$ cat config.mk
export PLATFORM = sky130hd
export DESIGN_NAME = wr_resp_order
export DESIGN_NICKNAME = d
export VERILOG_FILES = /design/src/rtl/wro_pkg.sv /design/src/rtl/wro_rst_sync.sv /design/src/rtl/wro_dest_fifo.sv /design/src/rtl/wro_rr2.sv /design/src/rtl/wr_resp_order.sv
export SDC_FILE = /design/constraint.sdc
export NUM_CORES = 1
export LEC_CHECK = 0
export ABC_CLOCK_PERIOD_IN_PS = 2050
export CAP_MARGIN = 0
export CORE_UTILIZATION = 43
export DETAILED_ROUTE_END_ITERATION = 8
export PLACE_DENSITY = 0.77
export SYNTH_ARGS = -nofsm -noshare
export SYNTH_HDL_FRONTEND = slang
export SYNTH_SLANG_ARGS = --single-unit
$ cat constraint.sdc
create_clock -name clk -period 2.05 [get_ports clk]
set_clock_uncertainty 0.05 [all_clocks]
set_input_delay 0.3075 -clock clk [delete_from_list [all_inputs] [get_ports clk]]
set_output_delay 0.3075 -clock clk [all_outputs]
set_load 0.02 [all_outputs]
$ cat src/rtl/wro_pkg.sv
package wro_pkg;
  localparam int unsigned NSLV = 2;
  typedef logic [NSLV-1:0] slv_vec_t;
endpackage

$ cat src/rtl/wro_rst_sync.sv
module wro_rst_sync (
  input  logic clk,
  input  logic rst_n,
  output logic rst_q
);
  logic [1:0] sync_q;
  logic [1:0] sync_d;

  always_comb sync_d = {sync_q[0], 1'b1};

  always_ff @(posedge clk or negedge rst_n) begin
    if (!rst_n) sync_q <= '0;
    else        sync_q <= sync_d;
  end

  assign rst_q = sync_q[1];
endmodule

$ cat src/rtl/wro_dest_fifo.sv
module wro_dest_fifo #(
  parameter int unsigned DEPTH = 4,
  parameter int unsigned DW    = 1
) (
  input  logic          clk,
  input  logic          rst_n,
  input  logic          push,
  input  logic [DW-1:0] push_data,
  input  logic          pop,
  output logic [DW-1:0] head,
  output logic          empty,
  output logic          full
);
  localparam int unsigned PW = (DEPTH > 1) ? $clog2(DEPTH) : 1;
  localparam int unsigned CW = $clog2(DEPTH + 1);

  logic [PW-1:0] wr_q, wr_d, rd_q, rd_d;
  logic [CW-1:0] cnt_q, cnt_d;
  logic [DW-1:0] mem_q [DEPTH];

  function automatic logic [PW-1:0] ptr_inc(input logic [PW-1:0] p);
    return (p == PW'(DEPTH - 1)) ? '0 : p + 1'b1;
  endfunction

  always_comb begin
    wr_d  = push ? ptr_inc(wr_q) : wr_q;
    rd_d  = pop  ? ptr_inc(rd_q) : rd_q;
    cnt_d = cnt_q;
    if (push && !pop)      cnt_d = cnt_q + 1'b1;
    else if (!push && pop) cnt_d = cnt_q - 1'b1;
  end

  always_ff @(posedge clk or negedge rst_n) begin
    if (!rst_n) begin
      wr_q  <= '0;
      rd_q  <= '0;
      cnt_q <= '0;
    end else begin
      wr_q  <= wr_d;
      rd_q  <= rd_d;
      cnt_q <= cnt_d;
    end
  end

  always_ff @(posedge clk) begin
    if (push) mem_q[wr_q] <= push_data;
  end

  assign head  = mem_q[rd_q];
  assign empty = (cnt_q == '0);
  assign full  = (cnt_q == CW'(DEPTH));
endmodule

$ cat src/rtl/wro_rr2.sv
module wro_rr2 (
  input  logic       clk,
  input  logic       rst_n,
  input  logic [1:0] req,
  input  logic       advance,
  output logic [1:0] gnt
);
  logic last_q, last_d;

  always_comb begin
    if (&req) gnt = last_q ? 2'b01 : 2'b10;
    else      gnt = req;
    last_d = (advance && |gnt) ? gnt[1] : last_q;
  end

  always_ff @(posedge clk or negedge rst_n) begin
    if (!rst_n) last_q <= 1'b1;
    else        last_q <= last_d;
  end
endmodule

$ cat src/rtl/wr_resp_order.sv
module wr_resp_order
  import wro_pkg::*;
#(
  parameter int unsigned IDW     = 2,
  parameter int unsigned AW      = 32,
  parameter int unsigned RW      = 2,
  parameter int unsigned DEPTH   = 4,
  parameter int unsigned SEL_BIT = 12
) (
  input  logic                 clk,
  input  logic                 rst_n,
  input  logic                 m_aw_valid,
  output logic                 m_aw_ready,
  input  logic [IDW-1:0]       m_aw_id,
  input  logic [AW-1:0]        m_aw_addr,
  output logic [NSLV-1:0]      s_aw_valid,
  input  logic [NSLV-1:0]      s_aw_ready,
  output logic [IDW-1:0]       s_aw_id,
  output logic [AW-1:0]        s_aw_addr,
  input  logic [NSLV-1:0]      s_b_valid,
  output logic [NSLV-1:0]      s_b_ready,
  input  logic [NSLV*IDW-1:0]  s_b_id,
  input  logic [NSLV*RW-1:0]   s_b_resp,
  output logic                 m_b_valid,
  input  logic                 m_b_ready,
  output logic [IDW-1:0]       m_b_id,
  output logic [RW-1:0]        m_b_resp
);
  localparam int unsigned NID = 1 << IDW;

  logic           rst_q;
  logic [NID-1:0] head_w, empty_w, full_w;
  logic           aw_sel, id_full, aw_hs, b_hs, gsel;
  slv_vec_t       elig, gnt;

  wro_rst_sync u_rst (.clk(clk), .rst_n(rst_n), .rst_q(rst_q));

  // Address side: route by one address bit, refuse when the ID record is full
  assign aw_sel     = m_aw_addr[SEL_BIT];
  assign id_full    = full_w[m_aw_id];
  assign s_aw_valid = (rst_q && m_aw_valid && !id_full) ? (aw_sel ? 2'b10 : 2'b01) : 2'b00;
  assign m_aw_ready = rst_q && !id_full && s_aw_ready[aw_sel];
  assign aw_hs      = m_aw_valid && m_aw_ready;
  assign s_aw_id    = m_aw_id;
  assign s_aw_addr  = m_aw_addr;

  // One destination record per identifier
  for (genvar i = 0; i < NID; i++) begin : g_id
    wro_dest_fifo #(.DEPTH(DEPTH), .DW(1)) u_fifo (
      .clk       (clk),
      .rst_n     (rst_q),
      .push      (aw_hs && (m_aw_id == IDW'(i))),
      .push_data (aw_sel),
      .pop       (b_hs && (m_b_id == IDW'(i))),
      .head      (head_w[i]),
      .empty     (empty_w[i]),
      .full      (full_w[i])
    );
  end

  // Completion side: a target is eligible only when it is owed for that ID
  for (genvar s = 0; s < NSLV; s++) begin : g_slv
    logic [IDW-1:0] bid;
    assign bid     = s_b_id[s*IDW +: IDW];
    assign elig[s] = s_b_valid[s] && !empty_w[bid] && (head_w[bid] == 1'(s));
  end

  wro_rr2 u_arb (
    .clk     (clk),
    .rst_n   (rst_q),
    .req     (elig),
    .advance (b_hs),
    .gnt     (gnt)
  );

  assign gsel      = gnt[1];
  assign m_b_valid = |gnt;
  assign m_b_id    = gsel ? s_b_id[2*IDW-1:IDW] : s_b_id[IDW-1:0];
  assign m_b_resp  = gsel ? s_b_resp[2*RW-1:RW] : s_b_resp[RW-1:0];
  assign s_b_ready = gnt & {NSLV{m_b_ready}};
  assign b_hs      = m_b_valid && m_b_ready;
endmodule

==> results of run 1 <==
cells in the final DEF (no fill, tap or decap), types with 3 or more instances in the layout:
cell type	n
and2_4	7
inv_1	13
buf_4	73
inv_2	6
mux2_2	8
nor3_1	3
xor2_1	8
o21ai_2	3
nor2_4	4
clkbuf_8	5
nand2_2	4
dlygate4sd2_1	5
and2_1	10
ha_1	20
xnor2_1	3
nor2_1	18
buf_6	21
dfrtp_1	28
mux2i_1	9
ha_4	4
edfxtp_1	16
a21oi_2	3
clkdlybuf4s50_1	18
mux2_4	10
nand2_1	8
cell type report:
| type | instances | area, um^2 |
|---|---|---|
| fillers | 506 | 2470 |
| inverters | 19 | 71.3 |
| multi-input cells | 177 | 1830 |
| flip-flops and latches | 47 | 1260 |
| repair buffers | 117 | 1010 |
| clock buffers | 5 | 68.8 |
| well taps | 96 | 120 |
| clock inverters | 3 | 43.8 |
registers in the layout (all words and copies together) (netlist names):
register,cells
g_id.u_fifo.wr_q,8
g_id.u_fifo.rd_q,8
u_arb.last_q,1
g_id.u_fifo.cnt_q,12
u_rst.sync_q,2
g_id.u_fifo.mem_q,16
per-layer routing:
metal,vias up,wire length [um],GRT usage
met2,85,4040,0.375
met3,22,358,0.0352
li1,1120,-,-
met1,1207,3120,0.251
met5,-,0,0
met4,0,209,0.0803
synthesized netlist by cell type (2+ instances only):
cell type / count / area share
buf_4: 34 / 0.083
dfrtp_1: 30 / 0.24
ha_1: 24 / 0.097
nor2_1: 23 / 0.028
inv_1: 19 / 0.023
and2_1: 17 / 0.035
edfxtp_1: 16 / 0.16
mux2_2: 14 / 0.051
nand2_1: 12 / 0.015
mux2i_1: 10 / 0.032
o21ai_0: 8 / 0.013
xor2_1: 8 / 0.023
fa_1: 4 / 0.026
mux2_4: 4 / 0.019
nor3_1: 4 / 0.0065
o2111ai_1: 4 / 0.011
xnor2_1: 4 / 0.011
a21oi_1: 3 / 0.0049
o32ai_1: 3 / 0.0085
a221o_2: 2 / 0.0073
a22oi_1: 2 / 0.0049
a311oi_1: 2 / 0.0057
buf_2: 2 / 0.0032
mux4_2: 2 / 0.015
nor3b_1: 2 / 0.0049
nor4_1: 2 / 0.0041
nor4b_1: 2 / 0.0057
o211a_1: 2 / 0.0065
o211ai_1: 2 / 0.0049
power by group through the flow:
stage               clock [W]  combinational (W)  sequential [W]
finish               0.000675            0.00270         0.00157
global route         0.000727            0.00293         0.00161
CTS                  0.000687            0.00239         0.00155
detailed placement          0            0.00214         0.00156
global placement            0            0.00204         0.00154
floorplan                   0            0.00119         0.00161
metrics by stage:
stage	cells	worst slack [ns]	area (um^2)	TNS (ns)	util
floorplan	279	-1.01	3150	-14.85	-
global placement	439	-1.36	3830	-43.24	0.558
detailed placement	439	-1.46	3830	-45.83	0.558
CTS	458	-1.17	4220	-26.29	0.615
global route	464	-1.33	4400	-34.37	0.641
finish	464	-1.27	4400	-29.00	0.641
critical path: stages, from the launching register on:
cell       delay [ns]
dfrtp_1          0.38
mux4_2           0.51
o31a_1           0.14
a221o_1          0.35
nand2_2          0.10
buf_6            0.13
o2111ai_4        0.14
a221o_2          0.42
ha_4             0.18
inv_2            0.06
fa_1             0.45
mux2_2           0.29
worst max-delay path by stage:
stage                                      start                       to  slack [ns]  cells after the start
after floorplan           g_id[2].u_fifo.rd_q[0]  g_id[0].u_fifo.cnt_q[1]       -1.01                     10
after global placement                 s_b_id[0]  g_id[1].u_fifo.cnt_q[1]       -1.36                     12
after detailed placement               s_b_id[0]  g_id[2].u_fifo.cnt_q[1]       -1.46                     13
after CTS                 g_id[2].u_fifo.rd_q[0]  g_id[1].u_fifo.cnt_q[1]       -1.17                     11
after global routing      g_id[2].u_fifo.rd_q[0]  g_id[0].u_fifo.cnt_q[1]       -1.33                     11
final                     g_id[2].u_fifo.rd_q[0]  g_id[0].u_fifo.cnt_q[1]       -1.27                     11
logic make-up (layout without fill, tap and decap cells):
group	count (synthesis)	count (layout)	synth area share
adders and majority gates	28	28	0.123
muxes	30	30	0.118
xor gates and xnor gates	12	12	0.0341
DFF	47	47	0.408
buffers and inverters	55	144	0.109
other	1	1	0.00122
AOI/OAI and AO/OA	37	37	0.0922
and+or+nand+nor	69	69	0.114
timing repair:
action                     in CTS  in global routing
setup endpoints to repair      56                 55
buffers inserted               16                  8
hold buffers                    0                  0
gates cloned                    0                  0
pin swaps                      17                  7
gates resized for setup       101                 33
==> qor.yml, run 1 <==
drtIter0Drc: 114
worst_slack_ns: -1.27
wl_per_cell_um: 16.6
power.density_nw_per_um2: 1120
max_cap_viol_count: 0
ys_warn_count: 0
start_util: 0.449
clk_latency_ns: 0.30
antenna_cells: 0
crit_path_start_kind: "register"
dieArea_um2: 7510
synth_ff_type: "dfrtp_1"
core-area_um2: 6870
setup_violations: 54
synth_area_um2: 3080
ff2ff_path_depth: 11
fin_nets: 445
hold_class: "in -> async"
comb_power_share: 0.546
clkPwrFrac: 0.137
r2r_slack_ns: -1.27
synth_area_per_cell_um2: 11.0
clock-sinks: 47
synth-seq-cells: 47
critical_path_class: "reg -> reg"
power_w: 0.00494
path_clk_slew_ns: 0.09
ant_nets: 0
peakVddDrop_uv: 581
ys_seq_area_frac: 0.408
grt_use_total: 0.209
syn_inst: 279
dr_total_vias: 2434
report.final.slew_viol_count: 0
finalHoldViolCount: 0
synthArstFlopShare: 0.660
period_share: 1.62
io_buffers: 31
p_leak_nw: 1.95
ios: 94
hold_ws_ns: 0.106
worstPathArrival_ns: 3.46
place_congestion: 0.952
crit_fanout: 5
dpl.hpwl_mm: 4.99
power_frac_seq: 0.317
rsz0062_at_grt: "yes"
worstPathRequired_ns: 2.19
cts_root_buf: "clkbuf_8"
reg2reg_from: "g_id[2].u_fifo.rd_q[0]"
cp-end-kind: "register"
drc: 0
syn2layout_area_growth_pct: 42.9
fin_crit_ns: 3.32
p_sw_frac: 0.373
p_switching_w: 0.00185
grt_first_pass_wirelength_mm: 12.0
h-tree-depth: 2
ctsLongestPathBuffers: 2
via_per_inst: 5.25
drive_above_1_share: 0.495
overflow: 0
status: "complete, but fails checks"
violations: "setup timing"
synth-edff-count: 16
die_h_um: 86.7
r2r_end: "g_id[0].u_fifo.cnt_q[1]"
syn_nets: 357
grt_pass1_vias: 2520
routed_wl_mm: 7.72
p_int_w: 0.00310
tritoncts: "yes"
die_w_um: 86.7
antenna_found_initial: 0
grt_max_degree: 31
rows: 30
ys_types: 47
max_freq_mhz: 301
cts_made_buffers: 5
firstDrtPassIters: 4
No activity file was read; power rests on OpenSTA's default activity.
==> run 2, diff against run 1 <==
--- a/config.mk
+++ b/config.mk
@@ -10,6 +10,7 @@
 export CORE_UTILIZATION = 43
 export DETAILED_ROUTE_END_ITERATION = 8
 export PLACE_DENSITY = 0.77
+export SETUP_SLACK_MARGIN = 0.2
 export SYNTH_ARGS = -nofsm -noshare
 export SYNTH_HDL_FRONTEND = slang
 export SYNTH_SLANG_ARGS = --single-unit
==> qor.yml, run 2 (synthesis results as in run 1) <==
die_h_um: 86.7  # unchanged
ios: 94  # unchanged
routed.top_layer: "met4"  # unchanged
postPlaceCellArea_um2: 3850  # was 3830 um^2
die_w_um: 86.7  # unchanged
grt_max_degree: 31  # unchanged
violations: "setup timing"  # unchanged
period_share: 1.58  # was 1.62
dpl.hpwl_mm: 4.88  # was 4.99 mm
worstPathRequired_ns: 2.21  # was 2.19 ns
cp-end-kind: "register"  # unchanged
grt_pass1_vias: 2523  # was 2520
max_cap_viol_count: 0  # unchanged
ctsLongestPathBuffers: 2  # unchanged
antenna_found_initial: 0  # unchanged
worstPathArrival_ns: 3.41  # was 3.46 ns
fin_crit_ns: 3.25  # was 3.32 ns
status: "complete, but fails checks"  # unchanged
rows: 30  # unchanged
report.final.slew_viol_count: 0  # unchanged
setup_violations: 55  # was 54
firstDrtPassIters: 4  # unchanged
hold_ws_ns: 0.102  # was 0.106 ns
fin_tns_setup_ns: -33.89  # was -29.00 ns
wl_per_cell_um: 16.3  # was 16.6 um
reg.largest.list: "g_id.u_fifo.mem_q: 16 flops, g_id.u_fifo.cnt_q: 12 flops"  # unchanged
p_leak_nw: 2.01  # was 1.95 nW
clk_latency_ns: 0.30  # about the same
overflow: 0  # unchanged
fin_area_um2: 4490  # was 4400 um^2
finalHoldViolCount: 0  # unchanged
cts_made_buffers: 5  # unchanged
peakVddDrop_uv: 456  # was 581 uV
layout_common_cells: "84 x buf_4, 29 x dfrtp_1, 23 x buf_6, 20 x ha_1, 19 x nor2_1"  # was 73 x buf_4, 28 x dfrtp_1, 21 x buf_6, 20 x ha_1
drc: 0  # unchanged
wl_met1_mm: 3.20  # was 3.12 mm
multi_input_area_um2: 1830  # about the same
dr_total_vias: 2422  # was 2434
power_w: 0.00486  # was 0.00494 W
rsz0062_at_grt: "yes"  # unchanged
fin_nets: 458  # was 445
drtIter0Drc: 113  # was 114
place_congestion: 0.924  # was 0.952
h-tree-depth: 2  # unchanged
via_per_inst: 5.08  # was 5.25
path_clk_slew_ns: 0.09  # about the same
cts_root_buf: "clkbuf_8"  # unchanged
largest_reg_flops: 16  # unchanged
layout_commonest_cell: "buf_4"  # unchanged
hold_class: "in -> async"  # unchanged
antenna_cells: 0  # unchanged
tritoncts: "yes"  # unchanged
routed_wl_mm: 7.80  # was 7.72 mm
critical_path_class: "reg -> reg"  # unchanged
seq_area_um2: 1260  # about the same
power.density_nw_per_um2: 1080  # was 1120 nW/um^2
crit_fanout: 4  # was 5
holdBufCountCts: 0  # unchanged
dieArea_um2: 7510  # unchanged
grt_use_total: 0.209  # about the same
met2_length_mm: 4.00  # was 4.04 mm
top_register: "g_id.u_fifo.mem_q"  # unchanged
crit_path_start_kind: "register"  # unchanged
syn2layout_area_growth_pct: 45.8  # was 42.9%
clock-sinks: 47  # unchanged
core-area_um2: 6870  # unchanged
start_util: 0.449  # unchanged
max_freq_mhz: 308  # was 301 MHz
met3_length_um: 420  # was 358 um
grt_first_pass_wirelength_mm: 11.8  # was 12.0 mm
drive_above_1_share: 0.554  # was 0.495
worst_slack_ns: -1.20  # was -1.27 ns
ant_nets: 0  # unchanged
fillCellCount: 484  # was 506
utilization: 0.654  # was 0.641
io_buffers: 31  # unchanged
run 2: critical path: stages (launching register included):
cell and delay [ns]:
dfrtp_1 0.37, mux4_2 0.51, o31a_1 0.13, a221o_1 0.41, and2_4 0.19, o2111ai_1 0.16, a221o_2 0.25, ha_4 0.14
inv_2 0.04, fa_1 0.37, xor2_1 0.16, nor2_1 0.16, xor2_1 0.22
run 2: area by class of cell:
type / count / share of cell area
inverters: 19 / 0.0159
multi-input cells: 177 / 0.408
clock inverters: 2 / 0.00362
clock buffers: 6 / 0.0184
well taps: 96 / 0.0267
flip-flops and latches: 47 / 0.281
repair buffers: 130 / 0.246
run 2: repair_timing:
| action | 4_1_cts | 5_1_grt |
|---|---|---|
| pin swaps | 20 | 24 |
| endpoints found under the setup margin | 58 | 56 |
| resized for setup | 104 | 43 |
| buffers inserted | 19 | 11 |
run 2: final timing paths:
check | start | to | slack [ns] | cells past startpoint
max in group asynchronous | u_rst.sync_q[1] | u_arb.last_q | 1.31 | 1
hold / removal | rst_n | u_rst.sync_q[1] | 0.10 | 1
setup reg to reg | g_id[2].u_fifo.rd_q[0] | g_id[0].u_fifo.cnt_q[2] | -1.20 | 12
hold reg to reg | u_rst.sync_q[1] | g_id[3].u_fifo.cnt_q[2] | 0.31 | 1
min in group clk | u_rst.sync_q[0] | u_rst.sync_q[1] | 0.32 | 0
setup / recovery | g_id[2].u_fifo.rd_q[0] | g_id[0].u_fifo.cnt_q[2] | -1.20 | 12
run 2: metrics by stage:
step,instances,worst slack (ns)
finish,477,-1.20
global route,477,-1.34
detailed placement,439,-1.51
floorplan,279,-1.01
global placement,439,-1.35
CTS,466,-1.09
run 2: report_power, final:
group,switching (W),internal (W)
combinational,0.00121,0.00147
clock,0.000327,0.000276
sequential,0.000299,0.00127
total,0.00184,0.00302
run 2: routing by layer:
metal | GRT usage | up-vias
met1 | 0.237 | 1169
li1 | - | 1147
met5 | 0 | -
met4 | 0.0924 | 0
met3 | 0.0438 | 20
met2 | 0.378 | 86
==> run 3, diff against run 2 <==
--- a/config.mk
+++ b/config.mk
@@ -10,7 +10,6 @@
 export CORE_UTILIZATION = 43
 export DETAILED_ROUTE_END_ITERATION = 8
 export PLACE_DENSITY = 0.77
-export SETUP_SLACK_MARGIN = 0.2
 export SYNTH_ARGS = -nofsm -noshare
 export SYNTH_HDL_FRONTEND = slang
 export SYNTH_SLANG_ARGS = --single-unit
==> results of run 3 <==
Same layout as run 1: the final DEF is identical, and so are final timing and power.
